$ cat config.mk
export PLATFORM = sky130hd
export DESIGN_NAME = brflush_ctrl
export DESIGN_NICKNAME = d
export VERILOG_FILES = /design/src/rtl/brf_pkg.sv /design/src/rtl/brf_rst_sync.sv /design/src/rtl/brf_pc_seq.sv /design/src/rtl/brf_squash.sv /design/src/rtl/brf_slot_gate.sv /design/src/rtl/brflush_ctrl.sv
export SDC_FILE = /design/constraint.sdc
export NUM_CORES = 1
export LEC_CHECK = 0
export BUFFER_PORTS_ARGS = -buffer_cell sky130_fd_sc_hd__buf_2
export CAP_MARGIN = 20
export CORE_ASPECT_RATIO = 1.1
export CORE_MARGIN = 2
export CORE_UTILIZATION = 46
export DETAILED_ROUTE_END_ITERATION = 7
export PLACE_DENSITY = 0.8
export SYNTH_ARGS = -nofsm -noshare
export SYNTH_HDL_FRONTEND = slang
export SYNTH_SLANG_ARGS = --single-unit
$ cat constraint.sdc
create_clock -name clk -period 2.73 [get_ports clk]
set_input_delay 0.4095 -clock clk [delete_from_list [all_inputs] [get_ports clk]]
set_output_delay 0.4095 -clock clk [all_outputs]
set_load 0.005 [all_outputs]
$ cat src/rtl/brf_pkg.sv
`timescale 1ns/1ps
package brf_pkg;

  // Stage in which a control transfer is decided.
  typedef enum logic {
    RESOLVE_EXECUTE = 1'b0,  // third stage, no delay slot, two slots squashed
    RESOLVE_DECODE  = 1'b1   // second stage, one architectural delay slot
  } resolve_mode_e;

  // Number of younger instructions killed per taken branch in each scheme.
  function automatic int unsigned squash_depth(resolve_mode_e m);
    return (m == RESOLVE_EXECUTE) ? 2 : 0;
  endfunction

endpackage

$ cat src/rtl/brf_rst_sync.sv
`timescale 1ns/1ps
module brf_rst_sync #(
  parameter int unsigned STAGES = 2
) (
  input  logic clk,
  input  logic rst_n,
  output logic rst_sync_n
);

  logic [STAGES-1:0] chain_q;
  logic [STAGES-1:0] chain_d;

  always_comb begin
    chain_d = {chain_q[STAGES-2:0], 1'b1};
  end

  always_ff @(posedge clk or negedge rst_n) begin
    if (!rst_n) chain_q <= '0;
    else        chain_q <= chain_d;
  end

  assign rst_sync_n = chain_q[STAGES-1];

endmodule

$ cat src/rtl/brf_pc_seq.sv
`timescale 1ns/1ps
module brf_pc_seq #(
  parameter int unsigned ADDR_W     = 32,
  parameter int unsigned INSN_BYTES = 4,
  parameter logic [ADDR_W-1:0] RESET_PC = '0
) (
  input  logic              clk,
  input  logic              rst_n,
  input  logic              stall_i,
  input  logic              redirect_i,
  input  logic [ADDR_W-1:0] target_i,
  output logic [ADDR_W-1:0] pc_o,
  output logic [ADDR_W-1:0] next_pc_o
);

  localparam logic [ADDR_W-1:0] PC_INC = ADDR_W'(INSN_BYTES);

  logic [ADDR_W-1:0] pc_q;
  logic [ADDR_W-1:0] pc_d;
  logic [ADDR_W-1:0] seq_pc;
  logic              pc_en;

  // Next-state selection: redirect first, then stall hold, else sequential.
  always_comb begin
    seq_pc = pc_q + PC_INC;
    if (redirect_i)   pc_d = target_i;
    else if (stall_i) pc_d = pc_q;
    else              pc_d = seq_pc;
    pc_en = redirect_i | ~stall_i;
  end

  always_ff @(posedge clk or negedge rst_n) begin
    if (!rst_n)     pc_q <= RESET_PC;
    else if (pc_en) pc_q <= pc_d;
  end

  assign pc_o      = pc_q;
  assign next_pc_o = pc_d;

  a_r2_sequential_step: assert property (@(posedge clk) disable iff (!rst_n)
    (!redirect_i && !stall_i) |=> (pc_q == $past(pc_q) + PC_INC));

  a_r3_redirect_loads_target: assert property (@(posedge clk) disable iff (!rst_n)
    redirect_i |=> (pc_q == $past(target_i)));

  a_r4_stall_holds_pc: assert property (@(posedge clk) disable iff (!rst_n)
    (stall_i && !redirect_i) |=> $stable(pc_q));

  a_r5_redirect_beats_stall: assert property (@(posedge clk) disable iff (!rst_n)
    (stall_i && redirect_i) |=> (pc_q == $past(target_i)));

endmodule

$ cat src/rtl/brf_squash.sv
`timescale 1ns/1ps
module brf_squash
  import brf_pkg::*;
#(
  parameter resolve_mode_e MODE = RESOLVE_EXECUTE
) (
  input  logic clk,
  input  logic rst_n,
  input  logic taken_i,
  output logic flush_ifid_o,
  output logic flush_idex_o
);

  localparam int unsigned DEPTH = squash_depth(MODE);

  generate
    if (DEPTH == 2) begin : g_exec_resolve
      // Wrong-path work sits in fetch and in decode: kill both.
      always_comb begin
        flush_ifid_o = taken_i;
        flush_idex_o = taken_i;
      end

      a_r6_taken_kills_two: assert property (@(posedge clk) disable iff (!rst_n)
        taken_i |-> (flush_ifid_o && flush_idex_o));

      a_r7_quiet_without_taken: assert property (@(posedge clk) disable iff (!rst_n)
        !taken_i |-> (!flush_ifid_o && !flush_idex_o));
    end else begin : g_decode_resolve
      // The one instruction behind the branch is a delay slot: never kill it.
      always_comb begin
        flush_ifid_o = 1'b0;
        flush_idex_o = 1'b0;
      end

      a_r8_slot_never_flushed: assert property (@(posedge clk) disable iff (!rst_n)
        taken_i |-> (!flush_ifid_o && !flush_idex_o));
    end
  endgenerate

endmodule

$ cat src/rtl/brf_slot_gate.sv
`timescale 1ns/1ps
module brf_slot_gate (
  input  logic clk,
  input  logic rst_n,
  input  logic kill_i,
  input  logic reg_we_i,
  input  logic mem_we_i,
  output logic reg_we_o,
  output logic mem_we_o
);

  always_comb begin
    reg_we_o = reg_we_i & ~kill_i;
    mem_we_o = mem_we_i & ~kill_i;
  end

  a_r9_bubble_has_no_writes: assert property (@(posedge clk) disable iff (!rst_n)
    kill_i |-> (!reg_we_o && !mem_we_o));

  a_r9_live_slot_passes: assert property (@(posedge clk) disable iff (!rst_n)
    !kill_i |-> (reg_we_o == reg_we_i && mem_we_o == mem_we_i));

endmodule

$ cat src/rtl/brflush_ctrl.sv
`timescale 1ns/1ps
module brflush_ctrl
  import brf_pkg::*;
#(
  parameter int unsigned   ADDR_W     = 32,
  parameter int unsigned   INSN_BYTES = 4,
  parameter resolve_mode_e MODE       = RESOLVE_EXECUTE
) (
  input  logic              clk,
  input  logic              rst_n,
  input  logic              stall_i,
  input  logic              br_taken_i,
  input  logic [ADDR_W-1:0] br_target_i,
  input  logic              dec_reg_we_i,
  input  logic              dec_mem_we_i,
  output logic [ADDR_W-1:0] fetch_pc_o,
  output logic [ADDR_W-1:0] next_pc_o,
  output logic              flush_ifid_o,
  output logic              flush_idex_o,
  output logic              idex_reg_we_o,
  output logic              idex_mem_we_o
);

  localparam logic [ADDR_W-1:0] BOOT_PC = '0;

  logic rst_int_n;
  logic kill_ifid;
  logic kill_idex;

  brf_rst_sync #(.STAGES(2)) u_rst (
    .clk        (clk),
    .rst_n      (rst_n),
    .rst_sync_n (rst_int_n)
  );

  brf_pc_seq #(
    .ADDR_W     (ADDR_W),
    .INSN_BYTES (INSN_BYTES),
    .RESET_PC   (BOOT_PC)
  ) u_pc (
    .clk        (clk),
    .rst_n      (rst_int_n),
    .stall_i    (stall_i),
    .redirect_i (br_taken_i),
    .target_i   (br_target_i),
    .pc_o       (fetch_pc_o),
    .next_pc_o  (next_pc_o)
  );

  brf_squash #(.MODE(MODE)) u_squash (
    .clk          (clk),
    .rst_n        (rst_int_n),
    .taken_i      (br_taken_i),
    .flush_ifid_o (kill_ifid),
    .flush_idex_o (kill_idex)
  );

  brf_slot_gate u_gate (
    .clk      (clk),
    .rst_n    (rst_int_n),
    .kill_i   (kill_idex),
    .reg_we_i (dec_reg_we_i),
    .mem_we_i (dec_mem_we_i),
    .reg_we_o (idex_reg_we_o),
    .mem_we_o (idex_mem_we_o)
  );

  assign flush_ifid_o = kill_ifid;
  assign flush_idex_o = kill_idex;

  // the PC sits at its boot value while reset is held.
  a_r1_boot_pc: assert property (@(posedge clk)
    !rst_int_n |-> (fetch_pc_o == BOOT_PC));

endmodule

==> results of run 1 <==
[critical path, delay by kind of cell (launching register included)]
family	cells	cell delay, ps
flip-flops	1	380
AND/OR/NAND/NOR	3	1140
buffers and inverters	3	410
AO/OA/AOI/OAI	1	170
[placed cells by master, fill, tap and decap left out, types with 4 or more instances in the layout]
| cell | Yosys | layout |
|---|---|---|
| or4_4 | 2 | 8 |
| a31oi_1 | 29 | 28 |
| nor2_1 | 19 | 19 |
| nand2_1 | 27 | 27 |
| inv_1 | 4 | 4 |
| o31ai_1 | 10 | 10 |
| or4_1 | 12 | 6 |
| nand4_1 | 10 | 10 |
| buf_4 | 2 | 21 |
| buf_2 | 1 | 105 |
| dfrtp_1 | 34 | 30 |
| mux2_2 | 4 | 4 |
| xor2_1 | 7 | 7 |
| xnor2_1 | 6 | 6 |
| o21ai_0 | 32 | 32 |
| nand3_1 | 8 | 8 |
| clkbuf_8 | 0 | 6 |
| dfrtp_2 | 0 | 4 |
[layer usage]
layer  global-route usage  routed length [um]
met5                    0                   0
met4               0.0588                  38
met3               0.0622                 495
met2                0.386                2930
met1                0.278                2500
[cells by family (layout without fill, tap and decap cells)]
group / count (synthesis) / after routing / share of synthesized area
xor+xnor: 13 / 13 / 0.0532
simple gates: 101 / 101 / 0.266
flops: 34 / 34 / 0.397
fa+ha+maj: 1 / 1 / 0.00584
other cells: 1 / 1 / 0.00175
compound gates: 73 / 73 / 0.202
buf+inv: 21 / 142 / 0.0479
mux: 5 / 5 / 0.0257
[power breakdown]
part / switching [uW] / total [uW] / internal (uW)
Combinational: 187 / 365 / 178
Clock: 183 / 386 / 204
Sequential: 57.5 / 610 / 552
[layout make-up]
type / instances / area (um^2)
tap: 56 / 70.1
inverter: 5 / 18.8
multi-input combinational: 194 / 1240
fill: 393 / 1560
clock inverter: 1 / 5.00
sequential: 34 / 856
timing repair buffer: 129 / 716
clock buffer: 7 / 86.3
[through the flow]
step	setup slack [ps]	total power, uW
final	-53.6	1360
after global placement	83.6	942
after floorplan	212	782
after CTS	-13.7	1360
after global routing	-145	1450
after detailed placement	78.0	953
[sequential cells by signal (all words and copies together) (netlist names)]
signal         flops
u_pc.pc_o         32
u_rst.chain_q      2
[worst paths after layout]
check | cells past startpoint | slack, ps | startpoint | endpoint
worst max-delay path | 7 | -50 | u_pc.pc_o[3] | next_pc_o[23]
worst min-delay path | 1 | 260 | u_rst.chain_q[1] | u_pc.pc_o[15]
worst max register to register | 6 | 680 | u_pc.pc_o[3] | u_pc.pc_o[23]
worst min register to register | 1 | 260 | u_rst.chain_q[1] | u_pc.pc_o[15]
max in group asynchronous | 1 | 2140 | u_rst.chain_q[1] | u_pc.pc_o[4]
min in group clk | 3 | 350 | br_target_i[8] | u_pc.pc_o[8]
[what timing repair did]
action                     4_1_cts  5_1_grt
buffers inserted                10        2
hold endpoints to repair         2        0
pin swaps                        2        6
setup endpoints to repair        9       12
resized for setup                5       14
hold buffers                     1        0
==> impl_metrics.csv, run 1 <==
group,metric,value,unit
outcome,outcome,"finished, violations left",
outcome,violations,"negative setup slack",
floorplan,start_util,0.470,
setup_path,critPathArrivalTime,2370,ps
logic_synthesis,yosys_warnings,0,
logic_synthesis,ys_types,37,
placement,placed_area,0.00274,mm^2
clock_network,htreeDepth,2,
logic_synthesis,syn_area,0.00214,mm^2
routing,finalWirelength,5970,um
logic_synthesis,avgSynthCellArea,8.60,um^2
cells_and_area,post-route-util,0.658,
power,ir_drop,298,uV
setup_path,worstPathMaxFanout,7,
floorplan,io_pins,106,
timing,fin_crit_sh,1.02,
floorplan,die_h,75.6,um
cells_and_area,syn2layout_area_growth,39.9,%
cells_and_area,layout-drive-gt1-share,0.427,
logic_synthesis,yosysMostFrequentCell,"dfrtp_1",
setup_path,cp-end-kind,"primary output",
global_route,grt_pass1_vias,2070,
worst_hold_path,hold_class,"flop to asynchronous set/reset pin",
setup_path,crit_chain,"buf_6, nand4b_4, or4_4, buf_6, or4_4, a31oi_4, buf_2",
logic_synthesis,yosysSeqAreaShare,0.397,
floorplan,num_rows,26,
clock_network,clockRootBuffer,"clkbuf_8",
clock_network,cts_buffers,5,
logic_synthesis,synth_common_cells,"dfrtp_1, o21ai_0, a31oi_1, nand2_1, nor2_1",
routing,wl_per_cell,14.0,um
cells_and_area,n_antenna_cell,0,
setup_path,crit_path_max_incr_delay,600,ps
routing,vias_per_cell,5.65,
routing,drc_errors,0,
logic_synthesis,ys_ff_latch,34,
timing,fin_setup_tns,-139,ps
logic_synthesis,async_flop_share,1.00,
floorplan,fp.coreArea,0.00455,mm^2
power,leakage,0.00134,uW
timing,fin_ws,-53.6,ps
timing,fin_crit,2780,ps
timing,rsz0062_at_grt,"yes",
placement,io_buffers,105,
setup_path,crit_type,"flop to primary output",
placement,place_inst,406,
routing,vias,2409,
logic_synthesis,synthFlopType,"dfrtp_1",
cells_and_area,stdcell_count,426,
timing,hold_slack,262,ps
clock_network,clkTransAtPathRegs,70,ps
routing,drt_iter0_markers,183,
cells_and_area,final_nets,408,
setup_path,setup.worst_path.start_class,"flop",
global_route,grt_max_degree,51,
timing,setup_viol,4,
logic_synthesis,syn-num-nets,288,
global_route,grt_pass1_wl,9320,um
clock_network,cts_buffer_depth,2,
clock_network,clock-sinks,34,
job,maxCapViolations,0,
global_route,grt_util_all_layers,0.222,
placement,place_congestion,0.759,
setup_path,critPathRequiredTime,2320,ps
logic_synthesis,synth_top_area_frac,0.397,
timing,fmax,359,MHz
global_route,overflow,0,
clock_network,cts_tree,"yes",
logic_synthesis,syn_inst,249,
power,powerDensity,454,mW/mm^2
logic_synthesis,synth_area_leader_cell,"dfrtp_1",
setup_path,critPathSlowestCell,"or4_4",
logic_synthesis,synth-edff-count,0,
routing,firstDrtPassIters,4,
floorplan,die_x,69.1,um
timing,hold_viol,0,
clock_network,worstSkewPairLatency,280,ps
floorplan,dieArea,0.00522,mm^2
logic_synthesis,ys_top_cells_by_area,"dfrtp_1, a31oi_1, o21ai_0",
cells_and_area,final_area,0.00300,mm^2
global_route,antenna_found_initial,0,
timing,clock_skew,3.24,ps
timing,drv_slew,0,
placement,dp.final_hpwl,4260,um
routing,ant_nets,0,
No activity file was read; power rests on OpenSTA's default activity.
==> inputs of run 2 (changes only) <==
--- a/config.mk
+++ b/config.mk
@@ -8,7 +8,6 @@
 export BUFFER_PORTS_ARGS = -buffer_cell sky130_fd_sc_hd__buf_2
 export CAP_MARGIN = 20
 export CORE_ASPECT_RATIO = 1.1
-export CORE_MARGIN = 2
 export CORE_UTILIZATION = 46
 export DETAILED_ROUTE_END_ITERATION = 7
 export PLACE_DENSITY = 0.8
==> impl_metrics.csv, run 2 (synthesis results as in run 1) <==
group,metric,value,unit
outcome,outcome,"finished, violations left",
outcome,violations,"negative setup slack",
job,maxCapViolations,0,
routing,dr_wl_met2,2910,um
cells_and_area,final-seq-area,857,um^2
setup_path,critPathRequiredTime,2320,ps
floorplan,start_util,0.489,
timing,hold_viol,0,
cells_and_area,stdcell_count,425,
timing,fin_crit_sh,1.01,
floorplan,io_pins,106,
setup_path,crit_chain,"nand4_4, or4_4, or4_4, a31oi_1, buf_2",
placement,place_inst,406,
clock_network,cts_buffers,5,
cells_and_area,final_cell_mix,"buf_2, o21ai_0, dfrtp_1",
timing,fmax,364,MHz
setup_path,cp-end-kind,"primary output",
setup_path,crit_path_max_incr_delay,640,ps
placement,dp.final_hpwl,4180,um
global_route,overflow,0,
clock_network,htreeDepth,2,
cells_and_area,post-route-util,0.693,
worst_hold_path,hold_class,"flop to asynchronous set/reset pin",
global_route,grt_max_degree,44,
routing,finalWirelength,5930,um
setup_path,cpMostUsedCell,"or4_4",
cells_and_area,layout-drive-gt1-share,0.445,
floorplan,die_x,67.1,um
routing,top_layer,"met4",
floorplan,fp.coreArea,0.00438,mm^2
timing,fin_crit,2740,ps
floorplan,num_rows,25,
routing,ant_nets,0,
setup_path,r2r_start,"u_pc.pc_o[6]",
global_route,grt_pass1_vias,2024,
cells_and_area,largest_reg_flops,32,
timing,clock_skew,7.11,ps
clock_network,cts_tree,"yes",
placement,io_buffers,105,
timing,hold_slack,257,ps
placement,place_congestion,0.797,
setup_path,setup.worst_path.start,"u_pc.pc_o[6]",
cells_and_area,multiInputGateArea,0.00128,mm^2
timing,fin_ws,-14.3,ps
timing,setup_viol,1,
clock_network,clkTransAtPathRegs,70,ps
cells_and_area,syn2layout_area_growth,41.7,%
routing,drt_iter0_markers,119,
routing,vias,2410,
cells_and_area,nFillCells,381,
routing,firstDrtPassIters,4,
timing,drv_slew,0,
setup_path,critPathTopFamily,"simple AND/OR/NAND/NOR gates",
power,ir_drop,321,uV
routing,wl_met3,351,um
setup_path,cp_num_buf_inv,1,
cells_and_area,final_common_cell,"buf_2",
global_route,grt_pass1_wl,8800,um
floorplan,die_h,73.6,um
power,powerDensity,451,mW/mm^2
routing,drc_errors,0,
power,leakage,0.00135,uW
routing,wl_met1,2580,um
clock_network,clockRootBuffer,"clkbuf_8",
clock_network,cts_buffer_depth,2,
clock_network,worstSkewPairLatency,290,ps
cells_and_area,n_antenna_cell,0,
clock_network,clock-sinks,34,
global_route,grt_util_all_layers,0.234,
setup_path,worstPathMaxFanout,6,
routing,vias_per_cell,5.67,
timing,fin_setup_tns,-14.3,ps
routing,wl_per_cell,13.9,um
setup_path,setup.worst_path.start_class,"flop",
setup_path,crit_type,"flop to primary output",
global_route,antenna_found_initial,0,
timing,rsz0062_at_grt,"yes",
setup_path,critPathSlowestCell,"or4_4",
cells_and_area,final_nets,409,
floorplan,dieArea,0.00493,mm^2
setup_path,critPathArrivalTime,2330,ps
==> run 2: report_power, final <==
group | leakage [uW] | switching, uW | total [uW] | internal, uW
registers | 0.000390 | 60.6 | 613 | 552
clock network | 0.0000482 | 183 | 386 | 203
logic | 0.000915 | 186 | 369 | 183
total | 0.00135 | 429 | 1370 | 939
==> run 2: layout make-up <==
| cell class | instances | area share |
|---|---|---|
| Clock buffer | 7 | 0.0284 |
| Multi-Input combinational cell | 195 | 0.421 |
| Timing Repair Buffer | 129 | 0.238 |
| Tap cell | 54 | 0.0223 |
| Inverter | 5 | 0.00618 |
| Sequential cell | 34 | 0.282 |
| Clock inverter | 1 | 0.00165 |
==> run 2: per-layer routing <==
metal / global-route usage / vias up
met5: 0 / -
met4: 0.102 / 0
met3: 0.0606 / 10
met2: 0.399 / 90
met1: 0.273 / 1121
li1: - / 1189
==> run 2: repair_timing <==
action	CTS	global route
gates cloned	0	1
hold buffers	1	0
buffers inserted	3	6
endpoints found under the setup margin	12	13
resized for setup	10	15
pin swaps	5	11
endpoints found under the hold margin	2	0
==> run 2: worst paths after layout <==
| kind | cells past startpoint | end | slack (ps) |
|---|---|---|---|
| setup / recovery | 5 | next_pc_o[27] | -10 |
| hold / removal | 1 | u_pc.pc_o[15] | 260 |
| setup reg to reg | 4 | u_pc.pc_o[26] | 720 |
| hold reg to reg | 1 | u_pc.pc_o[15] | 260 |
| max in group asynchronous | 1 | u_pc.pc_o[4] | 2130 |
| min in group clk | 3 | u_pc.pc_o[6] | 340 |
==> run 2: metrics by stage <==
step	worst slack [ps]	instance area (um^2)	power, uW
finish	-14.3	3040	1370
global route	-98.7	3040	1450
CTS	-14.8	2920	1350
detailed placement	19.1	2760	955
global placement	11.5	2760	946
floorplan	212	2140	782
